===== config.mk =====
export PLATFORM = sky130hd
export DESIGN_NAME = dram_page_sched
export DESIGN_NICKNAME = d
export VERILOG_FILES = /design/src/rtl/dps_pkg.sv /design/src/rtl/dps_bank_tracker.sv /design/src/rtl/dps_rd_return.sv /design/src/rtl/dram_page_sched.sv
export SDC_FILE = /design/constraint.sdc
export NUM_CORES = 1
export LEC_CHECK = 0
export ABC_AREA = 1
export ABC_CLOCK_PERIOD_IN_PS = 2200
export BUFFER_PORTS_ARGS = -buffer_cell sky130_fd_sc_hd__buf_4
export CAP_MARGIN = 10
export CORE_ASPECT_RATIO = 0.5
export CORE_MARGIN = 2
export CORE_UTILIZATION = 54
export CTS_CLUSTER_SIZE = 14
export DETAILED_ROUTE_END_ITERATION = 7
export GPL_TIMING_DRIVEN = 1
export PLACE_DENSITY = 0.86
export SETUP_SLACK_MARGIN = 0.2
export SLEW_MARGIN = 30
export SYNTH_ARGS = -nofsm -noshare
export SYNTH_HDL_FRONTEND = slang
export SYNTH_SLANG_ARGS = --single-unit

===== constraint.sdc =====
create_clock -name clk -period 2.2 [get_ports clk]
set_input_delay 0.22 -clock clk [delete_from_list [all_inputs] [get_ports clk]]
set_output_delay 0.22 -clock clk [all_outputs]
set_load 0.03 [all_outputs]

===== src/rtl/dps_pkg.sv =====
package dps_pkg;

    typedef enum logic [2:0] {
        OP_NOP = 3'd0,
        OP_ACT = 3'd1,
        OP_RD  = 3'd2,
        OP_WR  = 3'd3,
        OP_PRE = 3'd4
    } cmd_op_t;

    typedef enum logic [1:0] {
        AC_HIT      = 2'd0,
        AC_EMPTY    = 2'd1,
        AC_CONFLICT = 2'd2
    } access_kind_t;

    typedef enum logic [1:0] {
        ST_IDLE,
        ST_PRECHARGE,
        ST_ACTIVATE,
        ST_COLUMN
    } sched_state_t;

endpackage


===== src/rtl/dps_bank_tracker.sv =====
module dps_bank_tracker #(
    parameter int ROW_W     = 4,
    parameter int T_RCD     = 3,
    parameter int T_RP      = 3,
    parameter int BURST_LEN = 4
) (
    input  logic             clk,
    input  logic             rst_n,
    input  logic             do_pre,
    input  logic             do_act,
    input  logic             do_col,
    input  logic             col_ap,
    input  logic [ROW_W-1:0] act_row,
    output logic             row_open,
    output logic [ROW_W-1:0] open_row,
    output logic             bank_free
);

    localparam int MAX_WAIT = BURST_LEN + T_RP + T_RCD;
    localparam int TMR_W    = $clog2(MAX_WAIT + 1);

    logic [TMR_W-1:0] wait_q;

    // One command per cycle reaches a bank; each loads the wait that must
    // pass before the bank accepts its next command.
    always_ff @(posedge clk or negedge rst_n) begin
        if (!rst_n) begin
            wait_q   <= '0;
            row_open <= 1'b0;
            open_row <= '0;
        end else if (do_act) begin
            wait_q   <= TMR_W'(T_RCD - 1);
            row_open <= 1'b1;
            open_row <= act_row;
        end else if (do_pre) begin
            wait_q   <= TMR_W'(T_RP - 1);
            row_open <= 1'b0;
        end else if (do_col) begin
            if (col_ap) begin
                wait_q   <= TMR_W'(BURST_LEN + T_RP - 1);
                row_open <= 1'b0;
            end else begin
                wait_q   <= TMR_W'(BURST_LEN - 1);
            end
        end else if (wait_q != '0) begin
            wait_q <= wait_q - 1'b1;
        end
    end

    assign bank_free = (wait_q == '0);

    // auto-precharge leaves the bank closed
    a_r6_ap_closes_row: assert property (@(posedge clk) disable iff (!rst_n)
        (do_col && col_ap) |=> !row_open);

    // an activate blocks the column command for the next cycle
    a_r7_act_blocks_bank: assert property (@(posedge clk) disable iff (!rst_n)
        do_act |=> ((T_RCD < 2) || !bank_free));

    // a precharge closes the row and blocks the next activate
    a_r8_pre_closes_row: assert property (@(posedge clk) disable iff (!rst_n)
        do_pre |=> (!row_open && ((T_RP < 2) || !bank_free)));

endmodule


===== src/rtl/dps_rd_return.sv =====
module dps_rd_return #(
    parameter int RD_LAT    = 5,
    parameter int BURST_LEN = 4
) (
    input  logic clk,
    input  logic rst_n,
    input  logic rd_issue,
    output logic beat_valid
);

    localparam int SR_LEN = RD_LAT - 1;
    localparam int CNT_W  = $clog2(BURST_LEN + 1);

    logic [SR_LEN-1:0] lat_sr;
    logic [CNT_W-1:0]  beats_left;
    logic              launch;

    generate
        if (SR_LEN == 1) begin : g_short
            always_ff @(posedge clk or negedge rst_n) begin
                if (!rst_n) lat_sr <= '0;
                else        lat_sr <= rd_issue;
            end
        end else begin : g_long
            always_ff @(posedge clk or negedge rst_n) begin
                if (!rst_n) lat_sr <= '0;
                else        lat_sr <= {lat_sr[SR_LEN-2:0], rd_issue};
            end
        end
    endgenerate

    assign launch = lat_sr[SR_LEN-1];

    always_ff @(posedge clk or negedge rst_n) begin
        if (!rst_n)                 beats_left <= '0;
        else if (launch)            beats_left <= CNT_W'(BURST_LEN);
        else if (beats_left != '0)  beats_left <= beats_left - 1'b1;
    end

    assign beat_valid = (beats_left != '0);

    // a new burst only starts in the last beat of the previous one or later
    a_r9_no_burst_overlap: assert property (@(posedge clk) disable iff (!rst_n)
        launch |-> (beats_left <= CNT_W'(1)));

endmodule


===== src/rtl/dram_page_sched.sv =====
module dram_page_sched #(
    parameter int NBANK     = 4,
    parameter int ROW_W     = 4,
    parameter int COL_W     = 3,
    parameter int T_RCD     = 3,
    parameter int T_RP      = 3,
    parameter int ADD_LAT   = 2,
    parameter int CAS_LAT   = 3,
    parameter int BURST_LEN = 4,
    localparam int BANK_W   = $clog2(NBANK),
    localparam int ADDR_W   = (ROW_W > COL_W) ? ROW_W : COL_W
) (
    input  logic              clk,
    input  logic              rst_n,
    input  logic              close_mode,
    input  logic              req_valid,
    output logic              req_ready,
    input  logic              req_write,
    input  logic [BANK_W-1:0] req_bank,
    input  logic [ROW_W-1:0]  req_row,
    input  logic [COL_W-1:0]  req_col,
    output logic              cmd_valid,
    output logic [2:0]        cmd_op,
    output logic [BANK_W-1:0] cmd_bank,
    output logic [ADDR_W-1:0] cmd_addr,
    output logic              cmd_autopre,
    output logic              rd_valid,
    output logic              class_valid,
    output logic [1:0]        class_kind
);
    import dps_pkg::*;

    localparam int RD_LAT = ADD_LAT + CAS_LAT;
    localparam int GAP_W  = $clog2(BURST_LEN + 1);

    sched_state_t      state, state_nx;
    access_kind_t      req_kind, kind_q;
    cmd_op_t           op_e;

    logic              q_write;
    logic [BANK_W-1:0] q_bank;
    logic [ROW_W-1:0]  q_row;
    logic [COL_W-1:0]  q_col;

    logic [NBANK-1:0]  trk_open;
    logic [NBANK-1:0]  trk_free;
    logic [ROW_W-1:0]  trk_row [NBANK];

    logic [GAP_W-1:0]  col_gap;
    logic              accept;
    logic              issue_pre, issue_act, issue_col;
    logic              sel_free;
    logic              class_q;

    assign accept   = req_valid && req_ready;
    assign sel_free = trk_free[q_bank];

    // ---------------- per-bank state ----------------
    generate
        for (genvar g = 0; g < NBANK; g++) begin : g_bank
            logic hit_bank;
            assign hit_bank = (q_bank == BANK_W'(g));
            dps_bank_tracker #(
                .ROW_W     (ROW_W),
                .T_RCD     (T_RCD),
                .T_RP      (T_RP),
                .BURST_LEN (BURST_LEN)
            ) u_trk (
                .clk       (clk),
                .rst_n     (rst_n),
                .do_pre    (issue_pre && hit_bank),
                .do_act    (issue_act && hit_bank),
                .do_col    (issue_col && hit_bank),
                .col_ap    (close_mode),
                .act_row   (q_row),
                .row_open  (trk_open[g]),
                .open_row  (trk_row[g]),
                .bank_free (trk_free[g])
            );
        end
    endgenerate

    // ---------------- classification ----------------
    always_comb begin
        if (!trk_open[req_bank])
            req_kind = AC_EMPTY;
        else if (trk_row[req_bank] == req_row)
            req_kind = AC_HIT;
        else
            req_kind = AC_CONFLICT;
    end

    always_ff @(posedge clk or negedge rst_n) begin
        if (!rst_n) begin
            class_q <= 1'b0;
            kind_q  <= AC_HIT;
        end else begin
            class_q <= accept;
            if (accept) kind_q <= req_kind;
        end
    end

    assign class_valid = class_q;
    assign class_kind  = kind_q;

    // ---------------- request capture ----------------
    always_ff @(posedge clk or negedge rst_n) begin
        if (!rst_n) begin
            q_write <= 1'b0;
            q_bank  <= '0;
            q_row   <= '0;
            q_col   <= '0;
        end else if (accept) begin
            q_write <= req_write;
            q_bank  <= req_bank;
            q_row   <= req_row;
            q_col   <= req_col;
        end
    end

    // ---------------- data-bus spacing ----------------
    always_ff @(posedge clk or negedge rst_n) begin
        if (!rst_n)              col_gap <= '0;
        else if (issue_col)      col_gap <= GAP_W'(BURST_LEN - 1);
        else if (col_gap != '0)  col_gap <= col_gap - 1'b1;
    end

    // ---------------- state register ----------------
    always_ff @(posedge clk or negedge rst_n) begin
        if (!rst_n) state <= ST_IDLE;
        else        state <= state_nx;
    end

    // ---------------- command outputs ----------------
    always_comb begin
        req_ready   = 1'b0;
        cmd_valid   = 1'b0;
        op_e        = OP_NOP;
        cmd_addr    = '0;
        cmd_autopre = 1'b0;
        issue_pre   = 1'b0;
        issue_act   = 1'b0;
        issue_col   = 1'b0;
        unique case (state)
            ST_IDLE: begin
                req_ready = 1'b1;
            end
            ST_PRECHARGE: begin
                if (sel_free) begin
                    cmd_valid = 1'b1;
                    op_e      = OP_PRE;
                    issue_pre = 1'b1;
                end
            end
            ST_ACTIVATE: begin
                if (sel_free) begin
                    cmd_valid = 1'b1;
                    op_e      = OP_ACT;
                    cmd_addr  = ADDR_W'(q_row);
                    issue_act = 1'b1;
                end
            end
            ST_COLUMN: begin
                if (sel_free && (col_gap == '0)) begin
                    cmd_valid   = 1'b1;
                    op_e        = q_write ? OP_WR : OP_RD;
                    cmd_addr    = ADDR_W'(q_col);
                    cmd_autopre = close_mode;
                    issue_col   = 1'b1;
                end
            end
            default: ;
        endcase
    end

    assign cmd_op   = op_e;
    assign cmd_bank = q_bank;

    // ---------------- next state ----------------
    always_comb begin
        state_nx = state;
        unique case (state)
            ST_IDLE: begin
                if (accept) begin
                    unique case (req_kind)
                        AC_HIT:      state_nx = ST_COLUMN;
                        AC_EMPTY:    state_nx = ST_ACTIVATE;
                        AC_CONFLICT: state_nx = ST_PRECHARGE;
                        default:     state_nx = ST_ACTIVATE;
                    endcase
                end
            end
            ST_PRECHARGE: if (issue_pre) state_nx = ST_ACTIVATE;
            ST_ACTIVATE:  if (issue_act) state_nx = ST_COLUMN;
            ST_COLUMN:    if (issue_col) state_nx = ST_IDLE;
            default:      state_nx = ST_IDLE;
        endcase
    end

    // ---------------- read data return ----------------
    dps_rd_return #(
        .RD_LAT    (RD_LAT),
        .BURST_LEN (BURST_LEN)
    ) u_rd (
        .clk        (clk),
        .rst_n      (rst_n),
        .rd_issue   (issue_col && !q_write),
        .beat_valid (rd_valid)
    );

    // column commands never back to back
    a_r10_col_spacing: assert property (@(posedge clk) disable iff (!rst_n)
        issue_col |=> !issue_col);

    // ready returns right after the column command
    a_r11_ready_after_col: assert property (@(posedge clk) disable iff (!rst_n)
        issue_col |=> req_ready);

    // busy once a request is taken
    a_r11_busy_after_accept: assert property (@(posedge clk) disable iff (!rst_n)
        accept |=> !req_ready);

    // classification is a single-cycle pulse
    a_r2_class_one_cycle: assert property (@(posedge clk) disable iff (!rst_n)
        class_valid |=> !class_valid);

    // classification only follows an accepted request
    a_r2_class_from_accept: assert property (@(posedge clk) disable iff (!rst_n)
        class_valid |-> $past(accept));

endmodule


== Word level (Yosys, flattened, before mapping) ==
Index checks and enable logic that the tools add are counted.
W data, S select, Z words.

* Register bits: 61
* Input bits: 14

* Add/sub/neg operators: 6
* Magnitude comparators: 3
* Equality and inequality tests: 12
* Mux-type cells: 66
* Bitwise gates (word level): 1
* Reductions and logical operators: 50

{| class="wikitable"
|+ Operators with widths
! kind !! count
|-
| $mux W4 || 19
|-
| $reduce_bool A4 Y1 || 8
|-
| $reduce_bool A3 Y1 || 10
|-
| $mux W1 || 25
|-
| $mux W3 || 7
|-
| $logic_not A4 Y1 || 4
|-
| $sub A4 B1 Y4 const B || 4
|-
| $logic_and A1 B1 Y1 || 15
|-
| $mux W2 || 7
|-
| $eq A2 B2 Y1 const B || 5
|-
| $pmux W3 S3 || 1
|-
| $bmux W4 S2 || 1
|-
| $ne A2 B2 Y1 const B || 4
|-
| $pmux W2 S4 || 1
|-
| $pmux W4 S2 || 1
|-
| $reduce_and A2 Y1 || 4
|-
| $logic_not A2 Y1 || 3
|-
| $lt A2 B3 Y1 const B || 2
|-
| $sub A3 B1 Y3 const B || 2
|-
| $bmux W1 S2 || 2
|-
| $eq A2 B1 Y1 const B || 2
|-
| $eq A4 B4 Y1 || 1
|-
| $pmux W2 S2 || 1
|-
| $reduce_and A4 Y1 || 1
|-
| 7 further kinds || 8
|}

== Logic depth before layout (Yosys ltp) ==
* Depth after elaboration: 11
* Mapped depth: 13
* Depth with buffers taken out: 12

== Hierarchy ==
Synthesis repeated with hierarchy kept, for this count alone.

* Cells, all modules: 480
* Area total of the unflattened synthesis: 3478.3 um^2

{| class="wikitable"
|+ Modules (own cells, without submodules)
! module !! times used !! cells an instance !! area an instance (um^2) !! sequential area each (um^2)
|-
| dps_bank_tracker || 4 || 63 || 471.7 || 225.2
|-
| dram_page_sched || 1 || 202 || 1317.5 || 450.4
|-
| dps_rd_return || 1 || 26 || 274.0 || 175.2
|}

== Least setup slack after synthesis ==
Ideal clock, no wire load.

* Kind: flip-flop to output port
* From: register q_bank[1], in the netlist cmd_bank[1]
* To: output cmd_op[0]
* Data arrival time: 2.015 ns
* Data required time: 1.980 ns
* Path slack: -0.035 ns
* Cell stages (with the launch flop): 11
* Buffers on the path: 0
* Cell sequence: dfrtp_1 -> nor2_1 -> nand2_1 -> nand2_1 -> nor2_2 -> nand3_1 -> inv_2 -> nand2_1 -> inv_1 -> nand2_1 -> o21ai_1

* Cells in the longest elaborated chain, start to end: 5
* Elaborated cells on any way between the ends: 6
* Those cells by class: 5 x mux; 1 x reduce/logical

{| class="wikitable"
|+ Ends and longest elaborated chain
! element !! line !! source
|-
| from (decl) || dram_page_sched.sv:41 || <nowiki>logic [BANK_W-1:0] q_bank;</nowiki>
|-
| from (signal assigned) || dram_page_sched.sv:115 || <nowiki>q_bank <= req_bank;</nowiki>
|-
| $bmux W1 S2 * || dram_page_sched.sv:56 || <nowiki>assign sel_free = trk_free[q_bank];</nowiki>
|-
| $mux W1 (not written as such) * || dram_page_sched.sv:56 ||
|-
| $logic_and A1 B1 Y1 || dram_page_sched.sv:164 || <nowiki>if (sel_free && (col_gap == '0)) begin</nowiki>
|-
| $mux W2 || dram_page_sched.sv:164 ||
|-
| $pmux W3 S3 * || dram_page_sched.sv:144 || <nowiki>unique case (state)</nowiki>
|-
| to (decl) || dram_page_sched.sv:23 || <nowiki>output logic [2:0] cmd_op,</nowiki>
|}

Mark *: on every way between the ends. The rest lies on a longest branch, timed or not. The select of a mux whose other input is x is not followed.

== Worst setup path in the final report ==
* From: register g_bank[1].u_trk.wait_q[1]
* To: output cmd_op[0]

* Cells in the longest elaborated chain, start to end: 6
* Elaborated cells on any way between the ends: 7
* Those cells by class: 5 x mux; 2 x reduce/logical

{| class="wikitable"
|+ Ends and longest elaborated chain
! element !! line !! source
|-
| from (decl) || dps_bank_tracker.sv:22 || <nowiki>logic [TMR_W-1:0] wait_q;</nowiki>
|-
| from (signal assigned) || dps_bank_tracker.sv:32 || <nowiki>wait_q <= TMR_W'(T_RCD - 1);</nowiki>
|-
| from (signal assigned) || dps_bank_tracker.sv:36 || <nowiki>wait_q <= TMR_W'(T_RP - 1);</nowiki>
|-
| from (signal assigned) || dps_bank_tracker.sv:40 || <nowiki>wait_q <= TMR_W'(BURST_LEN + T_RP - 1);</nowiki>
|-
| $logic_not A4 Y1 * || dps_bank_tracker.sv:50 || <nowiki>assign bank_free = (wait_q == '0);</nowiki>
|-
| $bmux W1 S2 * || dram_page_sched.sv:56 ||
|-
| $mux W1 (not written as such) * || dram_page_sched.sv:56 ||
|-
| $logic_and A1 B1 Y1 || dram_page_sched.sv:164 ||
|-
| $mux W2 || dram_page_sched.sv:164 ||
|-
| $pmux W3 S3 * || dram_page_sched.sv:144 ||
|}

Marks and branches as above.

==> impl_metrics.py <==
metrics = {
    "outcome": {
        "status": "finished, violations left",
        "violations": "setup timing",
    },
    "finish": {
        "fin_area_um2": 4330,
        "antenna_cells": 0,
        "fillers": 326,
        "fin_cells": 553,
        "area_delta_synth_final_pct": 36.5,
        "drive_above_1_share_pct": 31.3,
        "fin_util_pct": 77.8,
        "fin_nets": 501,
    },
    "routing": {
        "antenna_left": 0,
        "drt_iter0_drc": 489,
        "viasPerCell": 6.14,
        "remaining_drc_errors": 0,
        "routed_wl_um": 11000,
        "avgRoutedWirePerCell_um": 19.9,
        "vias": 3397,
        "drtPass1Iterations": 7,
    },
    "power_and_ir_drop": {
        "p_per_area_nw_per_um2": 1740,
        "irDropWorstVdd_uv": 902,
        "total_power_w": 0.00754,
        "p_leak_nw": 2.23,
    },
    "floorplan": {
        "die_area_um2": 6530,
        "fp.dieW_um": 112,
        "core_area_um2": 5560,
        "row_count": 19,
        "die_y_um": 58.2,
        "ioPinCount": 30,
        "initial_core_util_pct": 57.0,
    },
    "synth": {
        "ys_top_cells_by_area": "dfrtp_1 48%, nand2_1 16%, o21ai_0 5.8%",
        "synth_nets": 426,
        "syn_inst": 400,
        "ys_ff_latch": 61,
        "seq_area_frac_synth_pct": 48.2,
        "yosysWarnings": 0,
        "yosys.area.top_type": "dfrtp_1",
        "syn_area_per_cell_um2": 7.92,
        "yosysUniqueCellTypes": 24,
        "syn_area_um2": 3170,
        "netlist.area_leader.share_pct": 48.2,
    },
    "placement": {
        "dp.cells": 497,
        "placed_area_um2": 3470,
        "hpwl_um": 4850,
        "place.gp.congestion": 0.818,
        "io_buffers": 29,
    },
    "critical_path": {
        "r2r-end": "g_bank[3].u_trk.row_open",
        "path_class": "flop to output port",
        "worstSetupStartpointType": "flop",
        "cp_data_required_time_ps": 1980,
        "setup.worst_path.end_class": "output port",
        "cp.arrival_ps": 2030,
        "r2r_cells": 14,
        "r2r_setup_slack_ps": -30,
        "r2r_start": "g_bank[1].u_trk.wait_q[1]",
        "critical_path_peak_fanout": 5,
    },
    "sta": {
        "whs_ps": 81.5,
        "rsz0062_at_grt": "yes",
        "max-slew-margin-rel_pct": 48.5,
        "finalSetupViolCount": 2,
        "period_needed_ps": 2250,
        "slew_viol_final": 0,
        "fin_ws_ps": -48.9,
        "worst_pin_slew_ps": 773,
        "clock_skew_ps": 5.47,
        "max_freq_mhz": 445,
        "period_share_pct": 102,
        "hold_viol": 0,
    },
    "global_routing": {
        "grt_pass1_wl_um": 14900,
        "grt_overflow_total": 0,
        "grt_max_degree": 62,
        "first_global_vias": 3107,
        "antenna_found_initial": 0,
        "track_usage_pct": 29.8,
    },
    "hold_path": {
        "worstHoldStart": "req_col[2]",
        "hold_class": "input pin to flop",
        "min_to": "q_col[2]",
        "min_path_cells": 3,
    },
    "clock_network": {
        "clk_pin_slew_ps": 60,
        "clock_path_buffers": 2,
        "clock_sinks": 61,
        "cts_max_level": 3,
        "root_buffer": "clkbuf_16",
        "tritoncts": "yes",
        "clk_latency_ps": 340,
        "numCtsBuffers": 9,
    },
    "job": {
        "cap_viol_max_count": 0,
    },
}
## what timing repair did
action / 4_1_cts / 5_1_grt
endpoints found under the setup margin: 10 / 33
hold buffers: 1 / 0
resized for setup: 34 / 48
endpoints found under the hold margin: 43 / 0
pin swaps: 11 / 15
setup buffers: 21 / 17
gates cloned: 1 / 0
## how the worst max path moves through the flow
stage          slack (ps)  cells after the start                       from     endpoint
2_1_floorplan         -30                      7                cmd_bank[1]  cmd_addr[0]
3_3_place_gp          220                     13  g_bank[0].u_trk.wait_q[0]    cmd_op[0]
3_5_place_dp          150                     13  g_bank[0].u_trk.wait_q[0]    cmd_op[0]
4_1_cts               120                     13  g_bank[3].u_trk.wait_q[0]    cmd_op[0]
5_1_grt              -100                     13  g_bank[2].u_trk.wait_q[1]    cmd_op[0]
6_report              -50                     13  g_bank[1].u_trk.wait_q[1]    cmd_op[0]
## layer usage
metal	wire [um]	vias to the layer above	part of all wire, %	GRT usage (%)
li1	-	1428	-	-
met1	4000	1590	36	36.0
met2	5100	288	46	49.9
met3	1140	91	10	7.64
met4	741	0	6.7	17.2
met5	0	-	0	0
## per-stage QoR
stage / setup slack (ps) / TNS, ps
6_report: -48.9 / -80.5
4_1_cts: 115 / 0
3_3_place_gp: 217 / 0
3_5_place_dp: 145 / 0
5_1_grt: -102 / -310
2_1_floorplan: -25.5 / -76.4
## cell usage after synthesis (all sizes together)
master / number
xor2: 4
o21ai: 39
nor2: 29
clkinv: 1
a21oi: 5
buf: 4
o211ai: 4
xnor2: 5
inv: 44
o22ai: 1
ha: 12
dfrtp: 61
nand3: 39
nor3: 4
clkbuf: 5
nand2: 136
nand4: 5
o2111ai: 2
## flip-flops by register name, indices dropped and copies added (netlist names), 2 cells and up
| register | count |
|---|---|
| cmd_bank | 2 |
| g_bank.u_trk.open_row | 16 |
| col_gap | 3 |
| class_kind | 2 |
| q_col | 3 |
| q_row | 4 |
| g_bank.u_trk.row_open | 4 |
| u_rd.lat_sr | 4 |
| g_bank.u_trk.wait_q | 16 |
| u_rd.beats_left | 3 |
| state | 2 |
## cell families (layout without fill, tap and decap cells)
group,after synthesis,count (layout),synth area share (%)
compound gates,51,51,8.65
xor+xnor,9,9,2.49
fa+ha+maj,12,12,4.74
buf+inv,54,134,6.95
flops,61,61,48.2
simple gates,213,213,29.0
## layout by cell type (no fill, tap or decap), types with 2 or more instances in the layout
cell | netlist | final
ha_2 | 0 | 4
dfrtp_2 | 0 | 2
nand3_4 | 0 | 2
inv_2 | 1 | 8
nand3_1 | 33 | 31
nand3_2 | 6 | 6
buf_6 | 2 | 7
inv_6 | 0 | 2
ha_4 | 0 | 2
clkinv_2 | 0 | 2
nor2_1 | 26 | 18
clkinvlp_4 | 0 | 2
nand2_4 | 0 | 3
clkinv_4 | 0 | 2
o21ai_2 | 0 | 2
nand2_2 | 0 | 17
nand4_1 | 4 | 4
a21oi_1 | 5 | 5
clkbuf_16 | 0 | 9
buf_4 | 0 | 62
o21ai_1 | 2 | 4
o21ai_0 | 37 | 33
xnor2_1 | 5 | 5
o2111ai_2 | 0 | 2
xor2_1 | 4 | 4
ha_1 | 12 | 6
nand2_1 | 136 | 115
dfrtp_1 | 61 | 59
inv_1 | 43 | 35
nor2_2 | 3 | 4
nor2_4 | 0 | 7
nor3_1 | 4 | 4
o211ai_1 | 4 | 4
## critical path: stages (launching register included)
cell     delay (ps)
dfrtp_1         410
inv_2            90
ha_4            140
nand2_2          70
nand2_2          70
nand2_2          70
nor2_4          190
nand3_4         120
inv_6           110
nand2_4          50
inv_2            80
nand2_2          60
o21ai_2          70
buf_6           150
## report_power, final
group,switching [W],leakage [nW],internal (W)
clock network,0.000579,0.132,0.000765
logic,0.00249,1.34,0.00169
registers,0.000380,0.759,0.00163
total,0.00345,2.23,0.00409
## layout make-up
| type | instances | area (um^2) | share of cell area (%) |
|---|---|---|---|
| multi-input combinational | 285 | 1640 | 37.9 |
| sequential | 61 | 1530 | 35.3 |
| timing repair buffer | 73 | 617 | 14.3 |
| clock buffer | 9 | 225 | 5.21 |
| inverter | 45 | 174 | 4.02 |
| tap | 73 | 91.3 | 2.11 |
| clock inverter | 7 | 51.3 | 1.19 |
Power figures use the tool's default switching activity.
